## config.mk

```make
export PLATFORM = sky130hd
export DESIGN_NAME = mmio_uart
export DESIGN_NICKNAME = d
export VERILOG_FILES = /design/src/rtl/mmio_uart_pkg.sv /design/src/rtl/mmio_uart_sync.sv /design/src/rtl/mmio_uart_baud.sv /design/src/rtl/mmio_uart_tx.sv /design/src/rtl/mmio_uart_rx.sv /design/src/rtl/mmio_uart.sv
export SDC_FILE = /design/constraint.sdc
export NUM_CORES = 1
export LEC_CHECK = 0
export BUFFER_PORTS_ARGS = -buffer_cell sky130_fd_sc_hd__clkbuf_2
export CORE_MARGIN = 2
export CORE_UTILIZATION = 45
export CTS_BUF_LIST = sky130_fd_sc_hd__clkbuf_16
export CTS_CLUSTER_SIZE = 20
export DETAILED_ROUTE_END_ITERATION = 10
export HOLD_SLACK_MARGIN = 0.03
export SETUP_SLACK_MARGIN = 0.05
export SLEW_MARGIN = 20
export SYNTH_ARGS = -nofsm -noshare
export SYNTH_HDL_FRONTEND = slang
export SYNTH_SLANG_ARGS = --single-unit
export TNS_END_PERCENT = 1
```

## constraint.sdc

```tcl
create_clock -name clk -period 6.4 [get_ports clk]
set_input_delay 1.92 -clock clk [delete_from_list [all_inputs] [get_ports clk]]
set_output_delay 1.92 -clock clk [all_outputs]
set_load 0.05 [all_outputs]
```

## src/rtl/mmio_uart_pkg.sv

```systemverilog
`timescale 1ns/1ps
package mmio_uart_pkg;
  localparam int unsigned OVS   = 16;
  localparam int unsigned OVS_W = $clog2(OVS);
  localparam int unsigned HALF  = OVS / 2;

  localparam int unsigned REG_DATA = 0;
  localparam int unsigned REG_DIV  = 1;

  typedef enum logic [1:0] {
    TX_IDLE,
    TX_START,
    TX_DATA,
    TX_STOP
  } tx_state_e;

  typedef enum logic [2:0] {
    RX_IDLE,
    RX_START,
    RX_DATA,
    RX_STOP,
    RX_WAIT_HI
  } rx_state_e;
endpackage

```

## src/rtl/mmio_uart_sync.sv

```systemverilog
`timescale 1ns/1ps
module mmio_uart_sync #(
  parameter int   STAGES  = 2,
  parameter logic RST_VAL = 1'b0
) (
  input  logic clk,
  input  logic rst_n,
  input  logic d,
  output logic q
);
  logic [STAGES-1:0] chain_q;

  always_ff @(posedge clk or negedge rst_n) begin
    if (!rst_n) chain_q <= {STAGES{RST_VAL}};
    else        chain_q <= {chain_q[STAGES-2:0], d};
  end

  assign q = chain_q[STAGES-1];
endmodule

```

## src/rtl/mmio_uart_baud.sv

```systemverilog
`timescale 1ns/1ps
module mmio_uart_baud #(
  parameter int DIV_W = 32
) (
  input  logic             clk,
  input  logic             rst_n,
  input  logic [DIV_W-1:0] div,
  input  logic             run,
  input  logic             restart,
  output logic             tick
);
  logic [DIV_W-1:0] cnt_q, cnt_d;
  logic             div_nz;

  assign div_nz = (div != '0);
  // >= guards against the divisor shrinking below the running count
  assign tick   = run && div_nz && (cnt_q >= div - DIV_W'(1));

  always_comb begin
    if (restart || !run || !div_nz || tick) cnt_d = '0;
    else                                    cnt_d = cnt_q + DIV_W'(1);
  end

  always_ff @(posedge clk or negedge rst_n) begin
    if (!rst_n) cnt_q <= '0;
    else        cnt_q <= cnt_d;
  end
endmodule

```

## src/rtl/mmio_uart_tx.sv

```systemverilog
`timescale 1ns/1ps
module mmio_uart_tx
  import mmio_uart_pkg::*;
#(
  parameter int CHAR_W = 8,
  parameter int DIV_W  = 32
) (
  input  logic              clk,
  input  logic              rst_n,
  input  logic [DIV_W-1:0]  div,
  input  logic              start,
  input  logic [CHAR_W-1:0] char_in,
  output logic              line,
  output logic              busy,
  output logic              done
);
  localparam int BIT_W = $clog2(CHAR_W);

  tx_state_e         st_q, st_d;
  logic [OVS_W-1:0]  sub_q, sub_d;
  logic [BIT_W-1:0]  bit_q, bit_d;
  logic [CHAR_W-1:0] sh_q, sh_d;
  logic              line_q, line_d;
  logic              tick, last_sub, dp_en;

  assign busy = (st_q != TX_IDLE);

  mmio_uart_baud #(.DIV_W(DIV_W)) u_baud (
    .clk     (clk),
    .rst_n   (rst_n),
    .div     (div),
    .run     (busy),
    .restart (start),
    .tick    (tick)
  );

  assign last_sub = tick && (sub_q == OVS_W'(OVS - 1));
  assign dp_en    = start || tick;

  always_comb begin
    st_d   = st_q;
    sub_d  = sub_q;
    bit_d  = bit_q;
    sh_d   = sh_q;
    line_d = line_q;
    unique case (st_q)
      TX_IDLE: begin
        if (start) begin
          st_d   = TX_START;
          sh_d   = char_in;
          sub_d  = '0;
          line_d = 1'b0;
        end
      end
      TX_START: begin
        if (tick) sub_d = sub_q + OVS_W'(1);
        if (last_sub) begin
          st_d   = TX_DATA;
          bit_d  = '0;
          line_d = sh_q[0];
        end
      end
      TX_DATA: begin
        if (tick) sub_d = sub_q + OVS_W'(1);
        if (last_sub) begin
          if (bit_q == BIT_W'(CHAR_W - 1)) begin
            st_d   = TX_STOP;
            line_d = 1'b1;
          end else begin
            bit_d  = bit_q + BIT_W'(1);
            sh_d   = sh_q >> 1;
            line_d = sh_q[1];
          end
        end
      end
      TX_STOP: begin
        if (tick) sub_d = sub_q + OVS_W'(1);
        if (last_sub) begin
          st_d   = TX_IDLE;
          line_d = 1'b1;
        end
      end
      default: st_d = TX_IDLE;
    endcase
  end

  always_ff @(posedge clk or negedge rst_n) begin
    if (!rst_n) begin
      st_q   <= TX_IDLE;
      line_q <= 1'b1;
    end else begin
      st_q   <= st_d;
      line_q <= line_d;
    end
  end

  always_ff @(posedge clk or negedge rst_n) begin
    if (!rst_n) begin
      sub_q <= '0;
      bit_q <= '0;
      sh_q  <= '0;
    end else if (dp_en) begin
      sub_q <= sub_d;
      bit_q <= bit_d;
      sh_q  <= sh_d;
    end
  end

  assign line = line_q;
  assign done = (st_q == TX_STOP) && last_sub;
endmodule

```

## src/rtl/mmio_uart_rx.sv

```systemverilog
`timescale 1ns/1ps
module mmio_uart_rx
  import mmio_uart_pkg::*;
#(
  parameter int CHAR_W = 8,
  parameter int DIV_W  = 32
) (
  input  logic              clk,
  input  logic              rst_n,
  input  logic [DIV_W-1:0]  div,
  input  logic              rx_in,
  output logic [CHAR_W-1:0] char_out,
  output logic              done
);
  localparam int BIT_W = $clog2(CHAR_W);

  rx_state_e         st_q, st_d;
  logic [OVS_W-1:0]  sub_q, sub_d;
  logic [BIT_W-1:0]  bit_q, bit_d;
  logic [CHAR_W-1:0] sh_q, sh_d;
  logic              tick, last_sub, run, restart, dp_en;

  assign run     = (st_q == RX_START) || (st_q == RX_DATA) || (st_q == RX_STOP);
  assign restart = (st_q == RX_IDLE) && !rx_in && (div != '0);

  mmio_uart_baud #(.DIV_W(DIV_W)) u_baud (
    .clk     (clk),
    .rst_n   (rst_n),
    .div     (div),
    .run     (run),
    .restart (restart),
    .tick    (tick)
  );

  assign last_sub = tick && (sub_q == OVS_W'(OVS - 1));
  assign dp_en    = restart || tick;

  always_comb begin
    st_d  = st_q;
    sub_d = sub_q;
    bit_d = bit_q;
    sh_d  = sh_q;
    unique case (st_q)
      RX_IDLE: begin
        if (restart) begin
          st_d  = RX_START;
          sub_d = '0;
        end
      end
      RX_START: begin
        if (tick) begin
          if (sub_q == OVS_W'(HALF - 1)) begin
            sub_d = '0;
            bit_d = '0;
            st_d  = rx_in ? RX_IDLE : RX_DATA;
          end else begin
            sub_d = sub_q + OVS_W'(1);
          end
        end
      end
      RX_DATA: begin
        if (tick) sub_d = sub_q + OVS_W'(1);
        if (last_sub) begin
          sh_d = {rx_in, sh_q[CHAR_W-1:1]};
          if (bit_q == BIT_W'(CHAR_W - 1)) st_d = RX_STOP;
          else                             bit_d = bit_q + BIT_W'(1);
        end
      end
      RX_STOP: begin
        if (tick) sub_d = sub_q + OVS_W'(1);
        if (last_sub) st_d = rx_in ? RX_IDLE : RX_WAIT_HI;
      end
      RX_WAIT_HI: begin
        if (rx_in) st_d = RX_IDLE;
      end
      default: st_d = RX_IDLE;
    endcase
  end

  always_ff @(posedge clk or negedge rst_n) begin
    if (!rst_n) st_q <= RX_IDLE;
    else        st_q <= st_d;
  end

  always_ff @(posedge clk or negedge rst_n) begin
    if (!rst_n) begin
      sub_q <= '0;
      bit_q <= '0;
      sh_q  <= '0;
    end else if (dp_en) begin
      sub_q <= sub_d;
      bit_q <= bit_d;
      sh_q  <= sh_d;
    end
  end

  assign char_out = sh_q;
  assign done     = (st_q == RX_STOP) && last_sub && rx_in;
endmodule

```

## src/rtl/mmio_uart.sv

```systemverilog
`timescale 1ns/1ps
module mmio_uart
  import mmio_uart_pkg::*;
#(
  parameter int DATA_W      = 32,
  parameter int ADDR_W      = 4,
  parameter int CHAR_W      = 8,
  parameter int SYNC_STAGES = 2
) (
  input  logic              clk,
  input  logic              rst_n,
  input  logic [ADDR_W-1:0] bus_addr,
  input  logic              bus_wr,
  input  logic              bus_rd,
  input  logic [DATA_W-1:0] bus_wdata,
  output logic [DATA_W-1:0] bus_rdata,
  input  logic              ser_rx,
  output logic              ser_tx,
  output logic              irq_rx,
  output logic              irq_tx
);
  localparam int IDX_W = ADDR_W - 2;

  logic              rst_ni;
  logic              rx_s;
  logic [IDX_W-1:0]  idx;
  logic              sel_data, sel_div;
  logic              unused_addr_lsb;
  logic [DATA_W-1:0] div_q;
  logic [CHAR_W-1:0] data_q;
  logic              irq_rx_q, irq_tx_q;
  logic              tx_start, tx_busy, tx_done;
  logic              rx_done;
  logic [CHAR_W-1:0] rx_char;

  // async assert, synchronous release
  mmio_uart_sync #(.STAGES(2), .RST_VAL(1'b0)) u_rst_sync (
    .clk   (clk),
    .rst_n (rst_n),
    .d     (1'b1),
    .q     (rst_ni)
  );

  mmio_uart_sync #(.STAGES(SYNC_STAGES), .RST_VAL(1'b1)) u_rx_sync (
    .clk   (clk),
    .rst_n (rst_ni),
    .d     (ser_rx),
    .q     (rx_s)
  );

  assign idx             = bus_addr[ADDR_W-1:2];
  assign unused_addr_lsb = ^bus_addr[1:0];
  assign sel_data        = (idx == IDX_W'(REG_DATA));
  assign sel_div         = (idx == IDX_W'(REG_DIV));

  assign tx_start = bus_wr && sel_data && !tx_busy && (div_q != '0);

  always_ff @(posedge clk or negedge rst_ni) begin
    if (!rst_ni)                div_q <= '0;
    else if (bus_wr && sel_div) div_q <= bus_wdata;
  end

  always_ff @(posedge clk or negedge rst_ni) begin
    if (!rst_ni)      data_q <= '0;
    else if (rx_done) data_q <= rx_char;
  end

  always_ff @(posedge clk or negedge rst_ni) begin
    if (!rst_ni) begin
      irq_rx_q <= 1'b0;
      irq_tx_q <= 1'b0;
    end else begin
      irq_rx_q <= rx_done;
      irq_tx_q <= tx_done;
    end
  end

  mmio_uart_tx #(.CHAR_W(CHAR_W), .DIV_W(DATA_W)) u_tx (
    .clk     (clk),
    .rst_n   (rst_ni),
    .div     (div_q),
    .start   (tx_start),
    .char_in (bus_wdata[CHAR_W-1:0]),
    .line    (ser_tx),
    .busy    (tx_busy),
    .done    (tx_done)
  );

  mmio_uart_rx #(.CHAR_W(CHAR_W), .DIV_W(DATA_W)) u_rx (
    .clk      (clk),
    .rst_n    (rst_ni),
    .div      (div_q),
    .rx_in    (rx_s),
    .char_out (rx_char),
    .done     (rx_done)
  );

  always_comb begin
    bus_rdata = '0;
    if (bus_rd) begin
      if (sel_data)     bus_rdata = DATA_W'(data_q);
      else if (sel_div) bus_rdata = div_q;
    end
  end

  assign irq_rx = irq_rx_q;
  assign irq_tx = irq_tx_q;
endmodule

```

---- Yosys cells after proc, flatten, opt, wreduce, memory -nomap -nowiden ----
Index checks and enable logic that the tools add are counted.
storage, ports and cells
  bits in latches ......................... 0
  bits in writable memories ............... 0
  input bits .............................. 41
  output and inout port bits .............. 35
  memories kept ........................... 0
  bits in read-only memories .............. 0
  flip-flop bits (word level) ............. 146
cells by class
  bitwise gates (word level) .............. 0
  shift operators ......................... 0
  div/mod/pow operators ................... 0
  equal/unequal tests ..................... 29
  muxes and demuxes ....................... 48
  add/subtract/negate cells ............... 7
  multipliers ............................. 0
  reduce and logical (&&, ||, !) cells .... 49
  magnitude comparators ................... 2
operator list
  kind                                                count
  two-way mux 32 bit                                  5
  adder 32 x 1 -> 32 bit, second input constant       2
  greater-or-equal comparator 32 bit                  2
  two-way mux 3 bit                                   15
  nonzero test 32 bit                                 1
  subtractor 32 x 1 -> 32 bit, second input constant  1
  two-way mux 4 bit                                   6
  two-way mux 8 bit                                   3
  != test 2 x 1 -> 1 bit, second input constant       11
  AND reduction 5 bit                                 4
  case mux 8 bit (2 select lines)                     1
  logical AND 1 bit                                   15
  case mux 3 bit (5 select lines)                     1
  two-way mux 2 bit                                   6
  case mux 3 bit (2 select lines)                     2
  case mux 4 bit (3 select lines)                     1
  logical OR 1 bit                                    10
  != test 2 bit, second input constant                5
  equality test 3 bit, second input constant          3
  adder 4 x 1 -> 4 bit, second input constant         2
  equality test 4 bit, second input constant          2
  case mux 2 bit (4 select lines)                     1
  case mux 4 bit (2 select lines)                     1
  nonzero test 2 bit                                  4
  other kinds (18)                                    31

---- Depth between registers and ports, before layout ----
Gate-level depths: netlist (run 1).
  depth after elaboration ................. 8
  depth in mapped cells ................... 19

---- Modules after synthesis ----
From an unflattened synthesis (run 1), not the netlist that was laid out.
unflattened totals
  cell total of the unflattened synthesis .. 1011
  area total of the unflattened synthesis .. 10131.0 um2
modules (own cells, without submodules)
  module                         area each (um2)  instances  cells each  sequential area each (um2)
  mmio_uart_baud at u_rx.u_baud  2959.1           1          330         800.8
  mmio_uart_baud at u_tx.u_baud  2891.5           1          324         800.8
  mmio_uart                      2089.5           1          147         1051.0
  mmio_uart_rx                   1071.0           1          102         450.4
  mmio_uart_tx                   1017.2           1          104         451.7
  mmio_uart_sync at u_rx_sync    52.6             1          2           52.6
  mmio_uart_sync at u_rst_sync   50.0             1          2           50.0

---- Least setup slack after synthesis (run 1) ----
OpenSTA, ideal clock, no wires.
  path type ............................... input to output
  start point ............................. input bus_addr[2]
  end point ............................... output bus_rdata[17]
  stages on the path ...................... 3
  data arrival time ....................... 3.558 ns
  path buffers ............................ 1
  path slack .............................. 0.922 ns
  cell sequence ........................... clkbuf_1 > inv_1 > nor3_1
between the ends
  cells in the longest elaborated chain, start to end .. 4
  elaborated cells between the ends (all ways) .. 5
  classes of those cells .................. 1 x eq/ne; 3 x mux; 1 x reduce/logical
ends and longest elaborated chain
  what                          RTL line          source
  start: declaration            mmio_uart.sv:12   input logic [ADDR_W-1:0] bus_addr,
  equality test 2 x 1 -> 1 bit  mmio_uart.sv:54   assign sel_div = (idx == IDX_W'(REG_DIV));
  two-way mux 32 bit            mmio_uart.sv:102  else if (sel_div) bus_rdata = div_q;
  two-way mux 32 bit (*)        mmio_uart.sv:101  if (sel_data) bus_rdata = DATA_W'(data_q);
  two-way mux 32 bit (*)        mmio_uart.sv:100  if (bus_rd) begin
  end: declaration              mmio_uart.sv:16   output logic [DATA_W-1:0] bus_rdata,
Mark *: on every way between the ends. The rest lies on a longest branch, timed or not.

---- Worst setup path after layout (run 1) ----
  start point ............................. register div_q[11]
  end point ............................... register data_q[7]
between the ends
  cells in the longest elaborated chain, start to end .. 6
  elaborated cells between the ends (all ways) .. 8
  classes of those cells .................. 1 x add/sub; 1 x order compare; 6 x reduce/logical
ends and longest elaborated chain
  what                                                                     RTL line                                    source
  start: declaration                                                       mmio_uart.sv:29                             logic [DATA_W-1:0] div_q;
  start signal: assignment                                                 mmio_uart.sv:60                             else if (bus_wr && sel_div) div_q <= bus_wdata;
  subtractor 32 x 1 -> 32 bit or nonzero test 32 bit (tied branches)       mmio_uart_baud.sv:17, mmio_uart_baud.sv:15
  greater-or-equal comparator 32 bit or logical AND 1 bit (tied branches)  mmio_uart_baud.sv:17                        assign tick = run && div_nz && (cnt_q >= div - DIV_W'(1));
  logical AND 1 bit (*)                                                    mmio_uart_baud.sv:17
  logical AND 1 bit (*)                                                    mmio_uart_rx.sv:35                          assign last_sub = tick && (sub_q == OVS_W'(OVS - 1));
  logical AND 1 bit (*) (2 in series)                                      mmio_uart_rx.sv:98                          assign done = (st_q == RX_STOP) && last_sub && rx_in;
  end signal: assignment                                                   mmio_uart.sv:65                             else if (rx_done) data_q <= rx_char;
  end: declaration                                                         mmio_uart.sv:30                             logic [CHAR_W-1:0] data_q;
Marked as above.
A chain may end at the register's enable or synchronous reset.

==> results of run 1 <==
[cells in the final DEF (no fill, tap or decap), types with 3 or more instances in the layout]
master	Yosys	final
dfrtp_1	143	142
nand2_1	51	51
mux2_2	45	45
ha_1	73	73
nand3_1	37	37
xor2_1	55	55
and3_1	22	22
nor2b_1	6	6
nor4_1	11	11
nor2_1	109	109
buf_4	0	8
a21o_1	7	7
mux2i_1	11	11
xnor2_1	37	37
a21oi_1	30	30
o21ai_0	19	19
and4_1	6	6
inv_6	0	6
a22o_1	3	3
inv_1	18	18
a211o_1	3	3
a211oi_1	5	5
clkbuf_2	0	73
o32a_1	9	9
clkbuf_16	0	17
nor3_1	20	20
nand4_1	22	22
dfstp_2	3	3
or4_1	7	7
o21a_1	9	9
nand2b_1	7	7
and2_1	29	29
nor3b_1	5	5
mux2_4	8	8
inv_8	0	6
[layer usage]
metal | track usage | vias up | part of all wire
met5 | 0 | - | 0
met4 | 0.05927 | 0 | 0.013
met3 | 0.03212 | 22 | 0.030
met2 | 0.3091 | 90 | 0.45
met1 | 0.2875 | 3112 | 0.51
li1 | - | 3285 | -
[cell families (layout without fill, tap and decap cells)]
logic type | count (synthesis) | in the layout | share of synthesized area
other | 1 | 1 | 0.0004234
AO/OA/AOI/OAI | 106 | 106 | 0.08349
buffers and inverters | 44 | 132 | 0.02105
XOR/XNOR | 93 | 93 | 0.09352
flip-flops | 146 | 146 | 0.4129
multiplexers | 65 | 65 | 0.08448
AND/OR/NAND/NOR | 345 | 345 | 0.1999
adder cells (fa/ha/maj) | 74 | 74 | 0.1043
[critical path: stages (launching register included)]
cell and delay [ns]:
dfrtp_1 0.46, or4_1 0.64, or4_1 0.61, nor3_1 0.29
nand2b_1 0.18, nand2b_1 0.23, nor3_1 0.21, xnor2_1 0.20
ha_1 0.30, a21o_1 0.18, a21o_1 0.18, a211oi_1 0.42
nand3b_1 0.15, o41a_4 0.50, nand2_4 0.16, or4_1 0.45
mux2_4 0.34
[stage by stage]
step	setup WS (ns)	util
3_3_place_gp	0.7917	0.4897
5_1_grt	0.4562	0.5221
2_1_floorplan	0.9217	-
4_1_cts	0.7242	0.5210
3_5_place_dp	0.7395	0.4897
6_report	0.7874	0.5221
[power groups by stage]
stage | Clock [mW] | Combinational, mW | Sequential (mW)
finish | 1.03 | 0.885 | 1.33
global route | 1.09 | 1.01 | 1.36
CTS | 1.06 | 0.887 | 1.33
detailed placement | 0 | 0.884 | 1.34
global placement | 0 | 0.865 | 1.34
floorplan | 0 | 0.699 | 1.29
[layout make-up]
type                       instances  area, um^2
tap                              265       331.6
clock inverter                    15       182.7
sequential                       146        3661
fill                            1834        9271
clock buffer                      17       425.4
multi-input combinational        684        5014
inverter                          18       67.56
timing repair buffer              82       445.4
[flip-flops by register name, indices dropped and copies added (netlist names)]
signal              flops
irq_rx                  1
u_rx.u_baud.cnt_q      32
u_tx.bit_q              3
u_rx.char_out           8
u_rx.sub_q              4
u_rx.bit_q              3
u_tx.st_q               2
u_tx.sub_q              4
u_tx.line               1
u_rx.st_q               3
u_rst_sync.chain_q      2
div_q                  32
irq_tx                  1
data_q                  8
u_rx_sync.chain_q       2
u_tx.sh_q               8
u_tx.u_baud.cnt_q      32
[synthesized netlist by cell type, types with 3 or more instances]
cell type / n
ha_1: 73
nor3_1: 20
nor4_1: 11
mux2_2: 45
and3_1: 22
clkbuf_1: 16
and4_1: 6
inv_1: 18
a211oi_1: 5
dfrtp_1: 143
a22o_1: 3
o21a_1: 9
xor2_1: 55
buf_1: 3
xnor2_1: 37
nand4_1: 22
nor2b_1: 6
nor2_1: 109
mux2i_1: 11
o21ai_0: 19
a21o_1: 7
dfstp_2: 3
or4_1: 7
buf_2: 5
and2_1: 29
nand2_1: 51
a211o_1: 3
mux2_4: 8
nor3b_1: 5
nand3_1: 37
a21oi_1: 30
o32a_1: 9
nand2b_1: 7
[worst max-delay path by stage]
stage | depth (start not counted) | slack [ns] | start | to
finish | 16 | 0.79 | div_q[11] | data_q[7]
global placement | 16 | 0.79 | div_q[11] | data_q[4]
global route | 16 | 0.46 | div_q[11] | data_q[4]
floorplan | 3 | 0.92 | bus_addr[2] | bus_rdata[17]
detailed placement | 16 | 0.74 | div_q[11] | data_q[7]
CTS | 16 | 0.72 | div_q[11] | data_q[7]
==> flow_metrics.tcl, run 1 <==
set metrics [dict create \
    post-dp-hpwl_um 14480 \
    seq_power_share 0.409 \
    syn_area_um2 8857 \
    pin_count 76 \
    clkPwrFrac 0.318 \
    yosysSeqAreaShare 0.4129 \
    io_buffers 73 \
    p_comb_frac 0.273 \
    holdWs_ns 0.3266 \
    fin_crit_sh 0.8770 \
    drc 0 \
    fp.coreArea_um2 19400 \
    drt-initial-drc-count 271 \
    finalClockSkew_ns 0.01450 \
    reg2reg_depth 16 \
    drv_slew 0 \
    cts_root_buffer "clkbuf_16" \
    tritoncts "yes" \
    drt_wl_total_um 19420 \
    synthFlopType "dfrtp_1" \
    placedCellCount 1194 \
    yosysUniqueCellTypes 66 \
    first_pass_iters 4 \
    ctsHtreeMaxLevel 4 \
    fmax_mhz 178.2 \
    p_total_mw 3.242 \
    cts_buffers 17 \
    ys_top_cells_by_area "dfrtp_1 40%, ha_1 10%, mux2_2 5.7%, xor2_1 5.4%, nor2_1 4.6%" \
    required_ns 6.72 \
    fin_cells 1227 \
    slew_headroom 0.4660 \
    vias 6509 \
    viasPerCell 5.305 \
    wl_per_cell_um 15.83 \
    clk-insertion-delay-late_ns 0.44 \
    hold_class "reg2async" \
    peakVddDrop_mv 0.1842 \
    yosysTopAreaCell "dfrtp_1" \
    syn_nets 988 \
    end_kind "flip-flop" \
    final-setup-viol-count 0 \
    area_growth_pct 14.34 \
    grt_overflow 0 \
    grt_max_degree 85 \
    worst_pin_slew_ns 0.7948 \
    power.internal_mw 2.059 \
    post_cts_buffers 0 \
    path_clk_slew_ns 0.07 \
    postSynthAreaPerCell_um2 10.13 \
    post_dp_cell_area_um2 9499 \
    crit_path_max_fanout 10 \
    cellPowerDensity_nw_per_um2 320.1 \
    antenna_found_initial 1 \
    grt_pass1_wl_um 32420 \
    cts.sinks 146 \
    synth-seq-cells 146 \
    post_cts_resized 0 \
    die-area_um2 20820 \
    worst-r2r-setup-slack_ns 0.79 \
    final_nets 1063 \
    die_x_um 144.3 \
    async_flop_share 1.000 \
    timing.rr.start "div_q[11]" \
    synth-edff-count 0 \
    clockBufferDepth 2 \
    gp_congestion 0.8419 \
    cap_viol_max_count 0 \
    grt.total_usage 0.1991 \
    reg2reg_to "data_q[7]" \
    final_area_um2 10130 \
    cp-start-kind "flip-flop" \
    path_class "reg2reg" \
    post-route-min-period_ns 5.613 \
    outcome "completed" \
    syn_inst 874 \
    start_util 0.4566 \
    leakage_nw 4.800 \
    ant_nets 0 \
    crit_arrival_ns 5.93 \
    hold_violations 0 \
    die_y_um 144.3 \
    drive_gt1_frac 0.1892 \
    tns_ns 0 \
    switchingPower_mw 1.183 \
    num_rows 51 \
    yosys_warnings 0 \
    postCtsHoldBufs 0 \
    grt_pass1_vias 6280 \
    switching_share 0.3648 \
    synth_top_area_share 0.4040 \
    antenna_cells 0 \
    rsz0062_at_grt "false" \
]
(Power assumes the default switching activity.)
==> inputs of run 2 (changes only) <==
- ABC_CLOCK_PERIOD_IN_PS: not set -> 6400
- SETUP_SLACK_MARGIN: 0.05 -> 0.02
- SYNTH_HIERARCHICAL: not set -> 1
==> run 2 against run 1 <==
  * Hold slack improved by 0.027 ns
  * Fmax rose by 6.1%
  * Setup slack improved by 0.32 ns
  * Core utilization fell by 0.87 points
  * Clock power rose by 4%
  * Clock skew fell by 0.0036 ns
  * Via count rose by 19%
  * First-iteration DRC count rose by 86%
  * Critical path depth rose by 1
  * Global-route usage rose by 0.97 points
  * Sequential share of layout area fell by 3.7 points
  * Register-to-register slack improved by 0.32 ns
==> flow_metrics.tcl, run 2 <==
set metrics [dict create \
    finalClockSkew_ns 0.01089 \
    num_rows 54 \
    wl_met1_um 11760 \
    fin_crit_sh 0.8267 \
    fin_cells 1365 \
    slew_headroom 0.3558 \
    synthFlopType "dfrtp_1" \
    path_clk_slew_ns 0.06 \
    rsz0062_at_grt "false" \
    met2_length_um 10910 \
    fp.coreArea_um2 21960 \
    drv_slew 0 \
    yosysUniqueCellTypes 85 \
    pin_count 76 \
    yosysSeqAreaShare 0.3610 \
    hold_violations 0 \
    routed.top_layer "met4" \
    syn_area_um2 10130 \
    syn_inst 1011 \
    async_flop_share 1.000 \
    final-setup-viol-count 0 \
    clk-insertion-delay-late_ns 0.43 \
    syn_nets 1131 \
    ys_top_cells_by_area "dfrtp_1 35%, ha_1 9.8%, xor2_1 5.3%, xnor2_1 4.9%, mux2_4 4.4%" \
    first_pass_iters 4 \
    ctsHtreeMaxLevel 4 \
    peakVddDrop_mv 0.2183 \
    routed-wl-met3_um 886 \
    drc 0 \
    ant_nets 0 \
    start_util 0.4614 \
    required_ns 6.71 \
    die-area_um2 23730 \
    cellPowerDensity_nw_per_um2 274.6 \
    crit_arrival_ns 5.60 \
    drt-initial-drc-count 505 \
    clockBufferDepth 2 \
    yosysTopAreaCell "dfrtp_1" \
    fmax_mhz 189.0 \
    die_y_um 154.0 \
    synthTopCellsByCount "143 x dfrtp_1, 79 x ha_1, 61 x xor2_1, 60 x nor4_1" \
    synth-seq-cells 146 \
    drive_gt1_frac 0.1899 \
    drt_wl_total_um 23780 \
    die_x_um 154.0 \
    synth_top_area_share 0.3532 \
    path_class "reg2reg" \
    worst_pin_slew_ns 0.9664 \
    hold_class "reg2reg" \
    post_cts_resized 0 \
    antenna_found_initial 0 \
    grt_overflow 0 \
    post-dp-hpwl_um 16630 \
    cp-start-kind "flip-flop" \
    mostFrequentLayoutCells "142 x dfrtp_1, 79 x ha_1, 73 x clkbuf_2" \
    viasPerCell 5.689 \
    gp_congestion 0.7970 \
    area_growth_pct 11.26 \
    layout_commonest_cell "dfrtp_1" \
    post_cts_buffers 0 \
    top_regs "div_q: 32 flops, u_rx/u_baud/cnt_q: 32 flops, u_tx/u_baud/cnt_q: 32 flops" \
    io_buffers 73 \
    antenna_cells 0 \
    crit_path_max_fanout 10 \
    tritoncts "yes" \
    synth-edff-count 0 \
    final_nets 1192 \
    grt.total_usage 0.2087 \
    synth.most_common_cell "dfrtp_1" \
    cap_viol_max_count 0 \
    p_total_mw 3.095 \
    cts_root_buffer "clkbuf_16" \
    grt_max_degree 75 \
    postCtsHoldBufs 0 \
    outcome "completed" \
    end_kind "flip-flop" \
    vias 7766 \
    wl_per_cell_um 17.42 \
    grt_pass1_wl_um 40110 \
    tns_ns 0 \
    placedCellCount 1333 \
    cts.sinks 146 \
    yosys_warnings 6 \
    leakage_nw 5.049 \
    post-route-min-period_ns 5.291 \
    postSynthAreaPerCell_um2 10.02 \
    grt_pass1_vias 7780 \
    cts_buffers 17 \
]
run 2: area by class of cell:
| cell class | instances | area (um^2) |
|---|---|---|
| Multi-Input combinational cell | 792 | 6071 |
| Timing Repair Buffer | 84 | 447.9 |
| Fill cell | 1999 | 10690 |
| Clock buffer | 17 | 425.4 |
| Clock inverter | 15 | 195.2 |
| Tap cell | 280 | 350.3 |
| Sequential cell | 146 | 3661 |
| Inverter | 31 | 121.4 |
run 2: through the flow:
step	hold slack, ns	area, um^2	worst slack (ns)	util
floorplan	0.3312	10130	1.524	-
global route	0.3586	11270	0.8122	0.5133
detailed placement	0.3403	10650	1.234	0.4851
finish	0.3532	11270	1.109	0.5133
global placement	0.3359	10650	1.277	0.4851
CTS	0.3559	11270	1.136	0.5133
run 2: worst paths after layout:
kind / from / to / slack [ns] / cells past startpoint
min in group asynchronous: u_rst_sync/chain_q[1] / u_rx/bit_q[1] / 0.44 / 0
min: u_rst_sync/chain_q[0] / u_rst_sync/chain_q[1] / 0.35 / 0
max: div_q[0] / u_rx/char_out[3] / 1.11 / 17
max in group asynchronous: u_rst_sync/chain_q[1] / u_tx/u_baud/cnt_q[12] / 4.44 / 1
max reg2reg: div_q[0] / u_rx/char_out[3] / 1.11 / 17
min reg2reg: u_rst_sync/chain_q[0] / u_rst_sync/chain_q[1] / 0.35 / 0
run 2: cell families (layout without fill, tap and decap cells):
group,count (synthesis),after routing,share of synthesized area
adder cells (fa/ha/maj),79,79,0.09757
buffers and inverters,73,147,0.03977
flip-flops,146,146,0.3610
XOR/XNOR,118,118,0.1020
AO/OA/AOI/OAI,114,114,0.07793
other,1,1,0.0003702
multiplexers,60,60,0.07670
AND/OR/NAND/NOR,420,420,0.2447
run 2: worst max-delay path, stage by stage (launching register included):
cell	delay, ns
dfrtp_1	0.50
inv_1	0.13
ha_1	0.20
or4b_1	0.58
nor3_2	0.38
nand4b_2	0.31
nor2_1	0.20
xnor2_1	0.10
ha_1	0.36
nand4_1	0.15
or4_1	0.58
a21oi_1	0.17
or4b_1	0.21
o21ba_2	0.26
nand2_1	0.07
nor2_1	0.15
and2_1	0.41
mux2_2	0.39
run 2: power breakdown:
group	switching, mW	internal (mW)	leakage (nW)	total [mW]
Clock	0.438	0.627	0.303	1.07
Sequential	0.229	1.02	1.90	1.25
Combinational	0.440	0.336	2.85	0.776
Total	1.11	1.99	5.05	3.09
run 2: layer usage:
metal | vias up | global-route usage
met5 | - | 0
met4 | 0 | 0.04539
met3 | 14 | 0.03636
met2 | 140 | 0.3421
met1 | 3763 | 0.2903
li1 | 3849 | -
==> inputs of run 3 (changes only) <==
- ABC_CLOCK_PERIOD_IN_PS: 6400 -> 4800
- clock period: 6.4 -> 4.8 ns (I/O delays scaled with it)
==> run 3 against run 2 <==
  * Final cell count up 4.3%
  * Combinational power is 69% higher
  * Clock-buffer cell count did not move
  * Non-clock buffer count up 58
  * Via count is 3.5% higher
  * Setup slack got worse by 0.89 ns
  * Sequential power increased by 24%
  * Clock skew increased by 0.0015 ns
  * Global-route usage is 0.66 points higher
  * Wire length is 4.3% higher
  * Fmax is 15% higher
  * Critical endpoint is now u_rx/bit_q[1]
==> flow_metrics.tcl, run 3 (same netlist as run 2, synthesis figures left out) <==
set metrics [dict create \
    outcome "completed" \
    pin_count 76 \
    min_to "u_rst_sync/chain_q[1]" \
    gp_congestion 0.8196 \
    drt_wl_total_um 24820 \
    p_comb_frac 0.319 \
    power.internal_mw 2.625 \
    rsz0062_at_grt "true" \
    ctsHtreeMaxLevel 4 \
    grt_pass1_wl_um 41310 \
    post-dp-hpwl_um 17560 \
    tritoncts "yes" \
    drv_slew 0 \
    die_x_um 154.0 \
    start_util 0.4614 \
    required_ns 5.17 \
    fmax_mhz 218.2 \
    clkPwrFrac 0.304 \
    fill_cells 1986 \
    drive_gt1_frac 0.2526 \
    post-place-ws_ns 0.05153 \
    finalClockSkew_ns 0.01235 \
    cp-start-kind "flip-flop" \
    hold_class "reg2reg" \
    wl_per_cell_um 17.43 \
    fin_crit_sh 0.9547 \
    switching_share 0.3623 \
    top_regs "div_q: 32 flops, u_rx/u_baud/cnt_q: 32 flops, u_tx/u_baud/cnt_q: 32 flops" \
    clk-insertion-delay-late_ns 0.43 \
    peakVddDrop_mv 0.2752 \
    worst_pin_slew_ns 0.9366 \
    ant_nets 0 \
    cts_root_buffer "clkbuf_16" \
    grt_overflow 0 \
    timing.rr.start "div_q[0]" \
    cts.sinks 146 \
    io_buffers 73 \
    slew_headroom 0.3726 \
    grt_max_degree 145 \
    holdPathStages 0 \
    hold_violations 0 \
    drt-initial-drc-count 333 \
    antenna_found_initial 0 \
    postCtsHoldBufs 0 \
    final-setup-viol-count 0 \
    switchingPower_mw 1.492 \
    setup_ws_ns 0.2177 \
    path_class "reg2reg" \
    seq_power_share 0.376 \
    layout_commonest_cell "dfrtp_1" \
    path_clk_slew_ns 0.07 \
    grt_pass1_vias 8018 \
    final_nets 1251 \
    leakage_nw 5.344 \
    min_from "u_rst_sync/chain_q[0]" \
    crit_path_max_fanout 7 \
    die-area_um2 23730 \
    worst-r2r-setup-slack_ns 0.22 \
    cellPowerDensity_nw_per_um2 348.1 \
    vias 8040 \
    die_y_um 154.0 \
    clockBufferDepth 2 \
    crit_arrival_ns 4.95 \
    num_rows 54 \
    fp.coreArea_um2 21960 \
    area_growth_pct 16.72 \
    fin_cells 1424 \
    cap_viol_max_count 0 \
    viasPerCell 5.646 \
    cts_buffers 17 \
    placedCellCount 1385 \
    post-route-min-period_ns 4.582 \
    reg2reg_depth 18 \
    grt.total_usage 0.2153 \
    first_pass_iters 4 \
    mostFrequentLayoutCells "139 x dfrtp_1, 79 x ha_1, 73 x clkbuf_2" \
    antenna_cells 0 \
    drc 0 \
    reg2reg_to "u_rx/bit_q[1]" \
    end_kind "flip-flop" \
]
==> run 3: worst max path at each step <==
| stage | cells past startpoint | slack [ns] | end | from |
|---|---|---|---|---|
| 2_1_floorplan | 21 | 0.02 | data_q[0] | div_q[0] |
| 3_3_place_gp | 17 | 0.1 | u_tx/st_q[1] | div_q[0] |
| 3_5_place_dp | 17 | 0.05 | u_tx/st_q[1] | div_q[0] |
| 4_1_cts | 17 | 0.01 | u_tx/st_q[1] | div_q[0] |
| 5_1_grt | 18 | -0.02 | u_rx/bit_q[2] | div_q[19] |
| 6_report | 18 | 0.22 | u_rx/bit_q[1] | div_q[0] |
==> run 3: final cells by class <==
class	instances	area [um^2]	area share
Multi-Input combinational cell	793	6246	0.5282
Clock buffer	17	425.4	0.03598
Tap cell	280	350.3	0.02963
Clock inverter	15	121.4	0.01026
Timing Repair Buffer	142	895.9	0.07576
Inverter	31	121.4	0.01026
Sequential cell	146	3665	0.3099
==> run 3: what timing repair did <==
action,4_1_cts,5_1_grt
endpoints found under the setup margin,9,43
gates resized for setup,1,35
buffers inserted,0,6
hold endpoints to repair,0,0
pin swaps,0,11
cloned,0,1
==> run 3: critical path, stage by stage, from the launching register on <==
cell and delay (ns):
dfrtp_2 0.46, inv_1 0.10, ha_1 0.20, or4b_4 0.52, or4b_1 0.61, nor3_1 0.21
xnor2_1 0.11, ha_1 0.28, nand2_1 0.06, or4_4 0.48, nor2_1 0.13, o41a_1 0.17
o21ba_2 0.19, buf_4 0.16, nand4_1 0.11, a211oi_2 0.30, buf_4 0.16, and3_2 0.17
a21o_1 0.08
==> run 3: metrics by stage <==
| stage | hold slack, ns | area, um^2 | setup TNS [ns] | power [mW] | utilization |
|---|---|---|---|---|---|
| after floorplan | 0.3312 | 10130 | 0 | 2.491 | - |
| after global placement | 0.3355 | 11050 | 0 | 2.817 | 0.5034 |
| after detailed placement | 0.3436 | 11060 | 0 | 2.834 | 0.5037 |
| after CTS | 0.3563 | 11620 | 0 | 4.113 | 0.5290 |
| after global routing | 0.3595 | 11830 | -0.05278 | 4.374 | 0.5385 |
| final | 0.3544 | 11830 | 0 | 4.117 | 0.5385 |
==> run 3: power by group through the flow <==
stage	combinational (mW)	sequential [mW]	clock, mW
CTS	1.28	1.54	1.29
detailed placement	1.27	1.56	0
global route	1.46	1.57	1.34
finish	1.31	1.55	1.25
floorplan	0.897	1.59	0
global placement	1.26	1.56	0
==> run 3: layer usage <==
metal	vias to the layer above	part of all wire	wire, um	GRT usage
met5	-	0	0	0
met4	0	0.0080	199	0.04406
met3	16	0.040	986	0.04030
met2	160	0.46	11410	0.3455
met1	3891	0.49	12220	0.3051
li1	3973	-	-	-
